File: src/rtl/ovl_guard_pkg.sv
package ovl_guard_pkg;

  // Run/stop state of the fault manager
  typedef enum logic [1:0] {
    ST_RUN   = 2'd0,
    ST_LATCH = 2'd1,
    ST_WAIT  = 2'd2
  } ovl_state_e;

endpackage

File: src/rtl/ovl_tick_gen.sv
module ovl_tick_gen #(
  parameter int TICK_CYCLES = 500000
) (
  input  logic clk,
  input  logic rst,
  input  logic run_i,
  output logic tick_o
);

  localparam int PRE_W = (TICK_CYCLES > 1) ? $clog2(TICK_CYCLES) : 1;
  localparam logic [PRE_W-1:0] LAST = PRE_W'(TICK_CYCLES - 1);

  logic [PRE_W-1:0] pre_q;

  // Prescaler is held at zero whenever the stage is stopped, so a restart
  // begins a fresh tick period.
  always_ff @(posedge clk) begin
    if (rst || !run_i) begin
      pre_q <= '0;
    end else if (pre_q == LAST) begin
      pre_q <= '0;
    end else begin
      pre_q <= pre_q + PRE_W'(1);
    end
  end

  assign tick_o = run_i && (pre_q == LAST);

endmodule

File: src/rtl/ovl_fault_integ.sv
module ovl_fault_integ #(
  parameter int TRIP_COUNT = 8
) (
  input  logic clk,
  input  logic rst,
  input  logic run_i,
  input  logic tick_i,
  input  logic over_i,
  output logic expire_o
);

  localparam int CNT_W = $clog2(TRIP_COUNT + 1);
  localparam logic [CNT_W-1:0] TOP    = CNT_W'(TRIP_COUNT);
  localparam logic [CNT_W-1:0] PRETOP = CNT_W'(TRIP_COUNT - 1);

  logic [CNT_W-1:0] cnt_q;

  // Up/down integrator with a floor at zero and a ceiling at completion
  always_ff @(posedge clk) begin
    if (rst || !run_i) begin
      cnt_q <= '0;
    end else if (tick_i) begin
      if (over_i) begin
        if (cnt_q != TOP) cnt_q <= cnt_q + CNT_W'(1);
      end else if (cnt_q != '0) begin
        cnt_q <= cnt_q - CNT_W'(1);
      end
    end
  end

  // Completion is flagged on the tick that would carry the count to the top
  assign expire_o = run_i && tick_i && over_i && (cnt_q == PRETOP);

endmodule

File: src/rtl/ovl_fault_fsm.sv
module ovl_fault_fsm
  import ovl_guard_pkg::*;
(
  input  logic clk,
  input  logic rst,
  input  logic expire_i,
  input  logic short_i,
  input  logic latch_mode_i,
  input  logic uvlo_i,
  input  logic unlatch_i,
  output logic run_o,
  output logic latched_o,
  output logic restart_o
);

  ovl_state_e state_q, state_d;
  logic       restart_q, restart_d;

  always_comb begin
    state_d   = state_q;
    restart_d = 1'b0;
    unique case (state_q)
      ST_RUN: begin
        if (expire_i || short_i) begin
          state_d = latch_mode_i ? ST_LATCH : ST_WAIT;
        end
      end
      ST_LATCH: begin
        if (unlatch_i) begin
          state_d   = ST_RUN;
          restart_d = 1'b1;
        end
      end
      ST_WAIT: begin
        if (uvlo_i) begin
          state_d   = ST_RUN;
          restart_d = 1'b1;
        end
      end
      default: state_d = ST_RUN;
    endcase
  end

  always_ff @(posedge clk) begin
    if (rst) begin
      state_q   <= ST_RUN;
      restart_q <= 1'b0;
    end else begin
      state_q   <= state_d;
      restart_q <= restart_d;
    end
  end

  assign run_o     = (state_q == ST_RUN);
  assign latched_o = (state_q == ST_LATCH);
  assign restart_o = restart_q;

endmodule

File: src/rtl/ovl_guard.sv
module ovl_guard #(
  parameter int TICK_CYCLES = 500000,
  parameter int TRIP_COUNT  = 8
) (
  input  logic clk,
  input  logic rst,
  input  logic over_limit_i,
  input  logic wind_short_i,
  input  logic latch_mode_i,
  input  logic uvlo_evt_i,
  input  logic unlatch_i,
  output logic drive_en_o,
  output logic latched_o,
  output logic vcc_clamp_o,
  output logic restart_o
);

  logic run;
  logic tick;
  logic expire;
  logic latched;

  ovl_tick_gen #(
    .TICK_CYCLES(TICK_CYCLES)
  ) u_tick (
    .clk    (clk),
    .rst    (rst),
    .run_i  (run),
    .tick_o (tick)
  );

  ovl_fault_integ #(
    .TRIP_COUNT(TRIP_COUNT)
  ) u_integ (
    .clk      (clk),
    .rst      (rst),
    .run_i    (run),
    .tick_i   (tick),
    .over_i   (over_limit_i),
    .expire_o (expire)
  );

  ovl_fault_fsm u_fsm (
    .clk          (clk),
    .rst          (rst),
    .expire_i     (expire),
    .short_i      (wind_short_i),
    .latch_mode_i (latch_mode_i),
    .uvlo_i       (uvlo_evt_i),
    .unlatch_i    (unlatch_i),
    .run_o        (run),
    .latched_o    (latched),
    .restart_o    (restart_o)
  );

  assign drive_en_o  = run;
  assign latched_o   = latched;
  assign vcc_clamp_o = latched;

endmodule

File: config.mk
export PLATFORM = sky130hd
export DESIGN_NAME = ovl_guard
export DESIGN_NICKNAME = d
export VERILOG_FILES = /design/src/rtl/ovl_guard_pkg.sv /design/src/rtl/ovl_tick_gen.sv /design/src/rtl/ovl_fault_integ.sv /design/src/rtl/ovl_fault_fsm.sv /design/src/rtl/ovl_guard.sv
export SDC_FILE = /design/constraint.sdc
export NUM_CORES = 1
export LEC_CHECK = 0
export BUFFER_PORTS_ARGS = -buffer_cell sky130_fd_sc_hd__clkbuf_2
export CORE_MARGIN = 10
export CORE_UTILIZATION = 65
export CTS_BUF_LIST = sky130_fd_sc_hd__clkbuf_4 sky130_fd_sc_hd__clkbuf_8
export DETAILED_ROUTE_END_ITERATION = 10
export GPL_TIMING_DRIVEN = 0
export PLACE_DENSITY = 0.84
export SETUP_SLACK_MARGIN = 0.4
export SYNTH_ARGS = -nofsm -noshare
export SYNTH_HDL_FRONTEND = slang
export SYNTH_SLANG_ARGS = --single-unit
File: constraint.sdc
create_clock -name clk -period 5.2 [get_ports clk]
set_clock_uncertainty 0.1 [all_clocks]
set_input_delay 0.26 -clock clk [delete_from_list [all_inputs] [get_ports clk]]
set_output_delay 0.26 -clock clk [all_outputs]
set_load 0.01 [all_outputs]
==> reports/results.ini <==
[status]
status=completed

[floorplanning]
start_util=0.697
rows=16
dieWidth_um=66.1
fp.dieH_um=66.1
core_area_um2=1980
top_level_ports=11
dieArea_um2=4370

[sta]
setup_viol=0
drv_slew=0
rsz0062_at_grt=no
fmax_mhz=488
slew_headroom=0.666
setup_tns_ns=0
period_share=0.394
final.min_clock_period_ns=2.05
hold_viol=0
tightest_slew_ns=0.494
timing.hold.ws_ns=0.0370

[cells_and_area]
fin_area_um2=1500
synthToLayoutAreaGrowth_pct=8.70
drive_above_1_share=0.169
nets=181
fin_cells=193
final_util=0.758
insertedDiodeCount=0

[synth]
ys_seq_area_frac=0.377
ys_seq_elements=26
synth_ff_type=dfxtp_1
synth_area_leaders=dfxtp_1, ha_1, xor2_1, nor2_1, xnor2_1
synth_common_cells=dfxtp_1, nor2_1, nand2_1, xor2_1
synth_edf_count=0
async_flop_share=0
synth_area_per_cell_um2=9.09
ys.warnings.count=0
netlist_area_um2=1380
syn-num-nets=166
yosysTopAreaCellShare=0.377
yosys.area.top_type=dfxtp_1
synth.most_common_cell=dfxtp_1
syn_inst=152
synth.distinct_cells=42

[run]
maxCapViolCount=0

[power_and_ir_drop]
p_int_mw=0.273
combPwrFrac=0.159
seqPwrFrac=0.566
ir_drop_mv=0.259
switchingPower_mw=0.0991
power_density_nw_per_um2=248
power_leakage_nw=0.561
p_clk_frac=0.274
sw_frac_of_total=0.267

[clocking]
cts_resized=0
clkSlewWorstSetupHoldPaths_ns=0.13
tritoncts=done
cts_sinks=26
post-cts-setup-buffers=0
clockRootBuffer=clkbuf_4
cts_buffer_depth=2
cts_inserted_buffers=3
clk-insertion-delay-late_ns=0.33
htreeDepth=1
cts_hold_buf=0

[worst_setup_path]
cp_max_fo=9
slowest_stage=o31a_2
cp_top_family=simple AND/OR/NAND/NOR gates
cpPeakStageDelay_ns=0.45
start_kind=register
crit_chain=nor4b_1 -> nand4b_2 -> o31a_2 -> mux2_4
crit_buf_inv=0
critical_path_arrival_ns=2.18
cp_data_required_time_ns=5.34
critical_path_class=register to register
worst_setup_path_end_kind=register

[global_routing]
grt_max_degree=15
antenna_found_initial=0
grt_usage=0.128
grt_pass1_wl_um=4490
gr-total-overflow=0
grt_pass1_vias=1063

[route]
wl_met1_um=1070
wl_um=2730
wl_met2_um=1410
drt-pass1-iter-count=5
vias=1156
ant_nets=0
drt_iter0_markers=51
drc=0
wire_per_inst_um=14.1
highest_layer=met4
wl_met3_um=199
vias_per_cell=5.99

[placement]
gp_congestion=0.871
placedCellCount=189
post_dp_cell_area_um2=1470
hpwl_um=2100
io_buffers=10

[worst_hold_path]
hold_class=primary input to register

-- worst reg2reg max path, stage by stage (launching register included) --
cell and delay (ns):
dfxtp_1 0.38, nor4b_1 0.44, nand4b_2 0.29, o31a_2 0.45, mux2_4 0.30
-- cells by family (layout without fill, tap and decap cells) --
kind of cell | count (synthesis) | after routing | share of synthesized area
flip-flops | 26 | 26 | 0.377
XOR/XNOR | 15 | 15 | 0.0951
multiplexers | 3 | 3 | 0.0254
AO/OA/AOI/OAI | 23 | 23 | 0.107
AND/OR/NAND/NOR | 68 | 68 | 0.294
adder cells (fa/ha/maj) | 7 | 7 | 0.0688
buffers and inverters | 10 | 24 | 0.0326
-- cells in the final DEF, fill, tap and decap left out, types with 2 or more instances in the layout --
cell      instances
nor3_1            2
o21ai_0           6
clkbuf_4          3
nor2b_1           2
nor3b_1           2
buf_2             3
nor4b_1           2
nand2_1           8
nand4_1           4
o31ai_1           2
nand3_1           7
xnor2_1           7
xor2_1            8
nand2b_1          4
o221ai_1          2
clkbuf_2         10
a21oi_1           7
dfxtp_1          26
nor4_1            2
and4_1            2
inv_1             6
mux2i_1           2
nor2_1           18
or3_1             3
ha_1              6
or4_1             3
-- registers in the layout, indices dropped and copies added, names as in the netlist --
signal,count
u_fsm.restart_o,1
u_tick.pre_q,19
u_integ.cnt_q,4
u_fsm.state_q,2
-- area by class of cell --
| cell class | count | area, um2 |
|---|---|---|
| buffer | 4 | 22.5 |
| clock buffer | 4 | 36.3 |
| fill | 155 | 480 |
| inverter | 6 | 22.5 |
| multi-input combinational | 116 | 816 |
| sequential | 26 | 520 |
| tap | 27 | 33.8 |
| timing repair buffer | 10 | 50.0 |
-- per-stage QoR --
stage / setup WS, ns / total power [mW]
3_5_place_dp: 3.06 / 0.274
5_1_grt: 3.00 / 0.392
6_report: 3.15 / 0.372
3_3_place_gp: 3.16 / 0.270
4_1_cts: 3.16 / 0.374
2_1_floorplan: 3.38 / 0.256
-- path summary, 6_finish.rpt --
path,startpoint,to,slack (ns),cells past startpoint
worst min-delay path,rst,u_fsm.restart_o,0.04,2
worst min register to register,u_tick.pre_q[18],u_tick.pre_q[18],0.39,2
worst max register to register,u_tick.pre_q[7],u_fsm.state_q[1],3.15,4
worst max-delay path,u_tick.pre_q[7],u_fsm.state_q[1],3.15,4
-- metal layers --
layer  track usage  vias up
met5             0        -
met4        0.0628        0
li1              -      576
met3        0.0373        5
met2         0.236       35
met1         0.127      540
-- power groups by stage --
stage               Clock (mW)  Sequential [mW]  Combinational (mW)
finish                   0.102            0.211              0.0593
CTS                      0.104            0.211              0.0593
floorplan                    0            0.214              0.0415
global route             0.113            0.212              0.0668
global placement             0            0.214              0.0556
detailed placement           0            0.215              0.0590
Power figures use the tool's default switching activity.
